--- src/rtl/eeprom_page_writer.sv ---
module eeprom_page_writer #(
  parameter int AW        = 13,
  parameter int DW        = 8,
  parameter int PAGE_BITS = 6,
  parameter int WE_LOW    = 3,
  parameter int WE_HIGH   = 2,
  parameter int POLL_GAP  = 4,
  parameter int RD_CYC    = 2,
  parameter int GAP_LIM   = 4000,
  parameter int TIMEOUT   = 500000
) (
  input  logic                 clk,
  input  logic                 rst_n,
  input  logic                 cmd_valid,
  output logic                 cmd_ready,
  input  logic [AW-1:0]        cmd_addr,
  input  logic [PAGE_BITS:0]   cmd_len,
  input  logic                 dat_valid,
  output logic                 dat_ready,
  input  logic [DW-1:0]        dat_byte,
  output logic [AW-1:0]        mem_addr,
  output logic [DW-1:0]        mem_dout,
  output logic                 mem_den,
  input  logic [DW-1:0]        mem_din,
  output logic                 ce_n,
  output logic                 we_n,
  output logic                 oe_n,
  output logic                 done,
  output logic                 err
);

  localparam int LW = PAGE_BITS + 1;
  localparam int TW = $clog2(GAP_LIM + WE_LOW + WE_HIGH + POLL_GAP + RD_CYC + 2);
  localparam int OW = $clog2(TIMEOUT + 1);

  typedef enum logic [2:0] {S_IDLE, S_LOAD, S_STRB, S_WAIT, S_READ, S_DONE} st_t;

  st_t           st;
  logic [AW-1:0] addr, last_addr;
  logic [LW-1:0] remain;
  logic [TW-1:0] tmr;
  logic [OW-1:0] tout;
  logic [DW-1:0] wbyte;
  logic          last_b7, first, err_r;

  wire polling   = (st == S_WAIT) || (st == S_READ);
  wire page_end  = &addr[PAGE_BITS-1:0];
  wire timed_out = polling && (tout == OW'(TIMEOUT - 1));

  assign cmd_ready = (st == S_IDLE);
  assign dat_ready = (st == S_LOAD) && (tmr >= TW'(WE_HIGH));
  assign we_n      = (st != S_STRB);
  assign oe_n      = (st != S_READ);
  assign ce_n      = !((st == S_STRB) || (st == S_READ));
  assign mem_den   = (st == S_STRB);
  assign mem_dout  = wbyte;
  assign mem_addr  = polling ? last_addr : addr;
  assign done      = (st == S_DONE);
  assign err       = done & err_r;

  always_ff @(posedge clk or negedge rst_n) begin
    if (!rst_n) begin
      st        <= S_IDLE;
      addr      <= '0;
      last_addr <= '0;
      remain    <= '0;
      tmr       <= '0;
      tout      <= '0;
      wbyte     <= '0;
      last_b7   <= 1'b0;
      first     <= 1'b1;
      err_r     <= 1'b0;
    end else begin
      if (polling) tout <= tout + 1'b1;
      unique case (st)
        S_IDLE: if (cmd_valid) begin
          addr   <= cmd_addr;
          remain <= cmd_len;
          err_r  <= 1'b0;
          first  <= 1'b1;
          tmr    <= TW'(WE_HIGH);
          st     <= (cmd_len == '0) ? S_DONE : S_LOAD;
        end
        S_LOAD: begin
          if (dat_valid && dat_ready) begin
            wbyte <= dat_byte;
            tmr   <= '0;
            st    <= S_STRB;
          end else if (!first && tmr == TW'(GAP_LIM)) begin
            tmr  <= '0;
            tout <= '0;
            st   <= S_WAIT;
          end else if (tmr < TW'(GAP_LIM)) begin
            tmr <= tmr + 1'b1;
          end
        end
        S_STRB: begin
          if (tmr == TW'(WE_LOW - 1)) begin
            last_addr <= addr;
            last_b7   <= wbyte[DW-1];
            addr      <= addr + 1'b1;
            remain    <= remain - 1'b1;
            first     <= 1'b0;
            tmr       <= '0;
            if (remain == LW'(1) || page_end) begin
              tout <= '0;
              st   <= S_WAIT;
            end else begin
              st <= S_LOAD;
            end
          end else begin
            tmr <= tmr + 1'b1;
          end
        end
        S_WAIT: begin
          if (timed_out) begin
            err_r <= 1'b1;
            st    <= S_DONE;
          end else if (tmr == TW'(POLL_GAP - 1)) begin
            tmr <= '0;
            st  <= S_READ;
          end else begin
            tmr <= tmr + 1'b1;
          end
        end
        S_READ: begin
          if (timed_out) begin
            err_r <= 1'b1;
            st    <= S_DONE;
          end else if (tmr == TW'(RD_CYC - 1)) begin
            if (mem_din[DW-1] == last_b7) begin
              first <= 1'b1;
              tmr   <= TW'(WE_HIGH);
              st    <= (remain == '0) ? S_DONE : S_LOAD;
            end else begin
              tmr <= '0;
              st  <= S_WAIT;
            end
          end else begin
            tmr <= tmr + 1'b1;
          end
        end
        S_DONE: st <= S_IDLE;
        default: st <= S_IDLE;
      endcase
    end
  end


  accept_chk: assert property (@(posedge clk) disable iff (!rst_n)
    (cmd_valid && cmd_ready) |=> !cmd_ready);


  page_lock_chk: assert property (@(posedge clk) disable iff (!rst_n)
    (st == S_STRB && !first) |-> (addr[AW-1:PAGE_BITS] == last_addr[AW-1:PAGE_BITS]));


  strobe_oe_chk: assert property (@(posedge clk) disable iff (!rst_n)
    !we_n |-> (oe_n && !ce_n && mem_den));


  gap_chk: assert property (@(posedge clk) disable iff (!rst_n)
    (st == S_LOAD && !first) |-> (tmr <= TW'(GAP_LIM)));


  poll_quiet_chk: assert property (@(posedge clk) disable iff (!rst_n)
    !oe_n |-> (we_n && !mem_den && !ce_n));


  timeout_chk: assert property (@(posedge clk) disable iff (!rst_n)
    polling |-> (tout < OW'(TIMEOUT)));


  done_pulse_chk: assert property (@(posedge clk) disable iff (!rst_n)
    done |=> !done);

endmodule

--- config.mk ---
export PLATFORM = sky130hd
export DESIGN_NAME = eeprom_page_writer
export DESIGN_NICKNAME = d
export VERILOG_FILES = /design/src/rtl/eeprom_page_writer.sv
export SDC_FILE = /design/constraint.sdc
export NUM_CORES = 1
export LEC_CHECK = 0
export BUFFER_PORTS_ARGS = -buffer_cell sky130_fd_sc_hd__buf_2
export CORE_ASPECT_RATIO = 0.6
export CORE_MARGIN = 1.5
export CORE_UTILIZATION = 41
export DETAILED_ROUTE_END_ITERATION = 8
export SLEW_MARGIN = 10
export SYNTH_ARGS = -nofsm -noshare
export SYNTH_HDL_FRONTEND = slang
export SYNTH_SLANG_ARGS = --single-unit
--- constraint.sdc ---
create_clock -name clk -period 3.5 [get_ports clk]
set_input_delay 0.7 -clock clk [delete_from_list [all_inputs] [get_ports clk]]
set_output_delay 0.7 -clock clk [all_outputs]
set_load 0.005 [all_outputs]
# ---- Word-level counts from Yosys, hierarchy flattened
# Cells that the tools add are included.
# W data, S select, Z words.
dict set report classes {
  n_addsub 4
  order_cmp 2
  n_eq_ne 25
  mux 46
  bitwise 1
  n_reduce_logical 25
}
# cell count
set op_table {}
lappend op_table {{$mux W12} 9}
lappend op_table {{$mux W19} 5}
lappend op_table {{$pmux W12 S5} 1}
lappend op_table {{$mux W13} 3}
lappend op_table {{$pmux W19 S2} 1}
lappend op_table {{$mux W3} 11}
lappend op_table {{$pmux W13 S2} 1}
lappend op_table {{$eq A12 B2 Y1 const B} 2}
lappend op_table {{$add A19 B1 Y19 const B} 1}
lappend op_table {{$eq A19 B19 Y1 const B} 1}
lappend op_table {{$pmux W3 S5} 1}
lappend op_table {{$logic_not A7 Y1} 2}
lappend op_table {{$mux W7} 2}
lappend op_table {{$pmux W7 S2} 1}
lappend op_table {{$add A13 B1 Y13 const B} 1}
lappend op_table {{$add A12 B1 Y12 const B} 1}
lappend op_table {{$eq A12 B1 Y1 const B} 1}
lappend op_table {{$eq A12 B12 Y1 const B} 1}
lappend op_table {{$ge A12 B2 Y1 const B} 1}
lappend op_table {{$lt A12 B12 Y1 const B} 1}
lappend op_table {{$reduce_and A6 Y1} 2}
lappend op_table {{$reduce_and A5 Y1} 2}
lappend op_table {{$ne A3 B2 Y1 const B} 3}
lappend op_table {{$ne A2 B1 Y1 const B} 4}
lappend op_table {{25 further kinds} 45}
dict set report totals {
  register_bits 78
  in_bits 40
}

# ---- Longest topological paths before layout
dict set report depth {
  depth_word 6
  depth_mapped 10
}

# ---- Worst setup path before layout
# No wires, ideal clock.
dict set report synth_path {
  kind {register to output}
  start {register st[0]}
  end {output mem_addr[10]}
  arrival_ns 1.960
  slack_ns 0.840
  stages_incl_launch_ff 7
  n_path_buf 3
  cell_sequence {dfrtp_1 -> clkbuf_1 -> nor3b_1 -> or2_2 -> buf_2 -> clkbuf_1 -> mux2_2}
}
dict set report synth_via {
  elab_chain_len 3
  elab_cells_between_ends 4
  classes_between {2 x eq/ne; 1 x mux; 1 x reduce/logical}
}
# element line_no
set synth_lines {}
lappend synth_lines {{from (decl)} 38} ;# st_t st;
lappend synth_lines {{from (signal assigned)} 82} ;# st <= (cmd_len == '0) ? S_DONE : S_LOAD;
lappend synth_lines {{from (signal assigned)} 134} ;# st <= (remain == '0) ? S_DONE : S_LOAD;
lappend synth_lines {{$eq A3 B2 Y1 or $eq A3 B3 Y1 (tied branches)} 46} ;# wire polling = (st == S_WAIT) || (st == S_READ);
lappend synth_lines {{$logic_or A1 B1 Y1 (*)} 46}
lappend synth_lines {{$mux W13 (*)} 57} ;# assign mem_addr = polling ? last_addr : addr;
lappend synth_lines {{to (decl)} 21} ;# output logic [AW-1:0] mem_addr,
# Every way passes the cells marked *; elsewhere a longest branch is shown, timed or not.

# ---- Final worst setup path
dict set report layout_path {
  start {register st[1]}
  end {output mem_addr[5]}
}
# Same word-level chain as after synthesis.

==> out/results.ini <==
[power_and_ir_drop]
peakVddDrop_v = 0.000373
power_mw = 4.52
p_int_mw = 2.74
seq_power_share_pct = 33.4
netSwitchingFraction_pct = 39.3
power.static_leakage_nw = 2.29
power_switching_mw = 1.78
cellPowerDensity_nw_per_um2 = 864
pwr-share-clk_pct = 21.7
p_comb_share_pct = 45.0

[synth]
synth_largest_area_cell = dfrtp_1
synth.distinct_cells = 63
yosys.area.top_type_share_pct = 42.5
syn_nets = 517
syn_inst = 470
synth_edf_count = 0
ys_ff_latch = 78
avgSynthCellArea_um2 = 9.65
synthTopCellsByArea = dfrtp_1 42%, mux2_2 8.7%, nor2_1 4.4%, a21oi_1 4.0%, nand2_1 3.2%
async_reset_ff_share_pct = 100
netlist_area_um2 = 4540
yosysWarnings = 0
synthFlopType = dfrtp_1
seq_area_frac_synth_pct = 43.1

[timing]
finalCritPeriodShare_pct = 90.6
max_slew.worst_pin.slew_ns = 0.994
final.setup.tns_ns = 0
period_minus_slack_ns = 3.17
clock.fmax_mhz = 315
drv_slew = 0
slew_headroom_pct = 33.8
skew_ns = 0.00569
grt_setup_unrepaired = no
setup_violations = 0
hold_viol = 0

[global_routing]
grt-ovfl-total = 0
track_usage_pct = 20.1
antenna_found_initial = 0
grtUsageMet3_pct = 5.13
met1_usage_pct = 31.6
grt_max_degree = 79
grt.met2_usage_pct = 26.8
grt_pass1_vias = 3593
grt_busiest_layer = met1
grt_pass1_wl_um = 18800

[die]
die_area_um2 = 11700
coreArea_um2 = 10700
start_util_pct = 42.5
rows = 29
die_x_um = 139
die_y_um = 84.5
io_pins = 69

[routing]
wl_per_cell_um = 16.4
drt_iter0_markers = 325
ant_nets = 0
dr_total_vias = 3770
drt_first_pass_iters = 5
drc = 0
drt_wl_total_um = 10900
route.detailed.vias_per_inst = 5.65

[hold_path]
holdCritPathClass = reg2reg
hold_depth = 1

[clock_tree]
post_cts_buffers = 0
cts_buffers = 9
cts.clk_slew.worst_paths_ns = 0.06
h-tree-depth = 3
clockBufferDepth = 2
cts_tree = yes
cts_sinks = 78
cts.repair.resized = 0
clock_latency_ns = 0.34
root_buffer = clkbuf_16
cts_hold_buf = 0

[placed_design]
hpwl_um = 7680
routabilityCongestion = 0.884
io_buffers = 61

[critical_path]
rr_startpoint = tmr[5]
r2r_end = addr[0]
path_max_fanout = 26
path_depth = 4
crit_chain = and3b_2 -> or2_2 -> mux2_2 -> buf_2
cp.arrival_ns = 2.47
startpoint = st[1]
critPathMaxStageDelay_ns = 0.72
r2r_slack_ns = 0.76
endpoint_kind = primary output
r2r.worst_path.cells = 6
worstPathRequired_ns = 2.80
slowest_stage = dfrtp_1
startpoint_type = register
cp-endpoint = mem_addr[5]
cp.buffers_inverters = 1
critPathTopFamily = simple AND/OR/NAND/NOR gates
critPathKind = reg2out

[layout]
antenna_cells = 0
num-nets-final = 571
area_growth_pct = 15.4
drive_above_1_share_pct = 28.4

[flow_run]
cap_violations = 0

[outcome]
status = finished, final reports clean

## routing by layer
layer	wire, um	part of all wire, %
met1	5730	52
met2	4300	39
met3	772	7.1
met4	115	1.1
met5	0	0
## kinds of logic after synthesis
logic type / Yosys count / share of synthesized area (%)
flops: 78 / 43.1
xor+xnor: 19 / 3.67
mux: 36 / 8.91
compound gates: 113 / 17.6
fa+ha+maj: 7 / 1.93
simple gates: 180 / 20.8
buf+inv: 37 / 4.03
## cells in the final DEF, fill, tap and decap left out, types with 9 or more instances in the layout
cell,instances
nor2_1,53
o21ai_0,18
buf_2,60
nand2_1,39
and3_1,12
nand4_1,15
clkbuf_16,9
a21oi_1,36
inv_1,13
mux2_2,35
o22ai_1,12
xor2_1,13
dfrtp_1,77
nand3_1,20
## through the flow
step	hold WS (ns)	util (%)	worst slack, ns	area [um^2]	cells
2_1_floorplan	0.404	-	0.840	4540	470
3_3_place_gp	0.481	46.2	0.765	4930	652
3_5_place_dp	0.487	46.2	0.720	4930	652
4_1_cts	0.500	49.1	0.348	5230	667
5_1_grt	0.518	49.1	0.173	5230	667
6_report	0.496	49.1	0.330	5230	667
## state kept, by name (all words and copies together) (netlist names)
name,cells
addr,13
err_r,1
first,1
last_addr,13
last_b7,1
mem_dout,8
remain,7
st,3
tmr,12
tout,19
## worst register-to-register path, stage by stage (launching register included)
cell and delay, ns:
dfrtp_1 0.47, nor4_2 0.45, nand4_1 0.33, o211ai_1 0.51, nand2_1 0.41, or3_1 0.42
nand3_1 0.08
## cell type report
| class | count | area, um^2 |
|---|---|---|
| fillers | 1019 | 5440 |
| multi-input cells | 355 | 2400 |
| flip-flops and latches | 78 | 1950 |
| repair buffers | 67 | 353 |
| clock buffers | 10 | 229 |
| well taps | 139 | 174 |
| clock inverters | 5 | 75.1 |
| inverters | 13 | 48.8 |
## worst min path at each step
stage                       end         from  slack, ns
floorplan               addr[0]        rst_n       0.40
global placement    mem_dout[1]  mem_dout[1]       0.48
detailed placement  mem_dout[0]  mem_dout[0]       0.49
CTS                 mem_dout[0]  mem_dout[0]       0.50
global route        mem_dout[0]  mem_dout[0]       0.52
finish              mem_dout[5]  mem_dout[5]       0.50
## cells in the mapped netlist, types with 4 or more instances
| master | instances |
|---|---|
| dfrtp_1 | 77 |
| nor2_1 | 53 |
| nand2_1 | 39 |
| a21oi_1 | 36 |
| mux2_2 | 35 |
| nand3_1 | 20 |
| o21ai_0 | 18 |
| nand4_1 | 15 |
| inv_1 | 13 |
| xor2_1 | 13 |
| and3_1 | 12 |
| clkbuf_1 | 12 |
| o22ai_1 | 12 |
| a21o_2 | 7 |
| a22o_2 | 7 |
| ha_1 | 7 |
| nor3_1 | 6 |
| xnor2_1 | 6 |
| a31oi_1 | 5 |
| and2_1 | 5 |
| buf_2 | 5 |
| a2bb2oi_1 | 4 |
| buf_4 | 4 |
| or3_1 | 4 |
## power by group through the flow
| stage | Sequential (mW) | Clock [mW] | Combinational, mW |
|---|---|---|---|
| 4_1_cts | 1.50 | 1.00 | 2.04 |
| 3_3_place_gp | 1.50 | 0 | 1.99 |
| 3_5_place_dp | 1.51 | 0 | 2.03 |
| 5_1_grt | 1.56 | 1.05 | 2.26 |
| 6_report | 1.51 | 0.980 | 2.03 |
| 2_1_floorplan | 1.39 | 0 | 1.60 |
(Power assumes the default switching activity.)
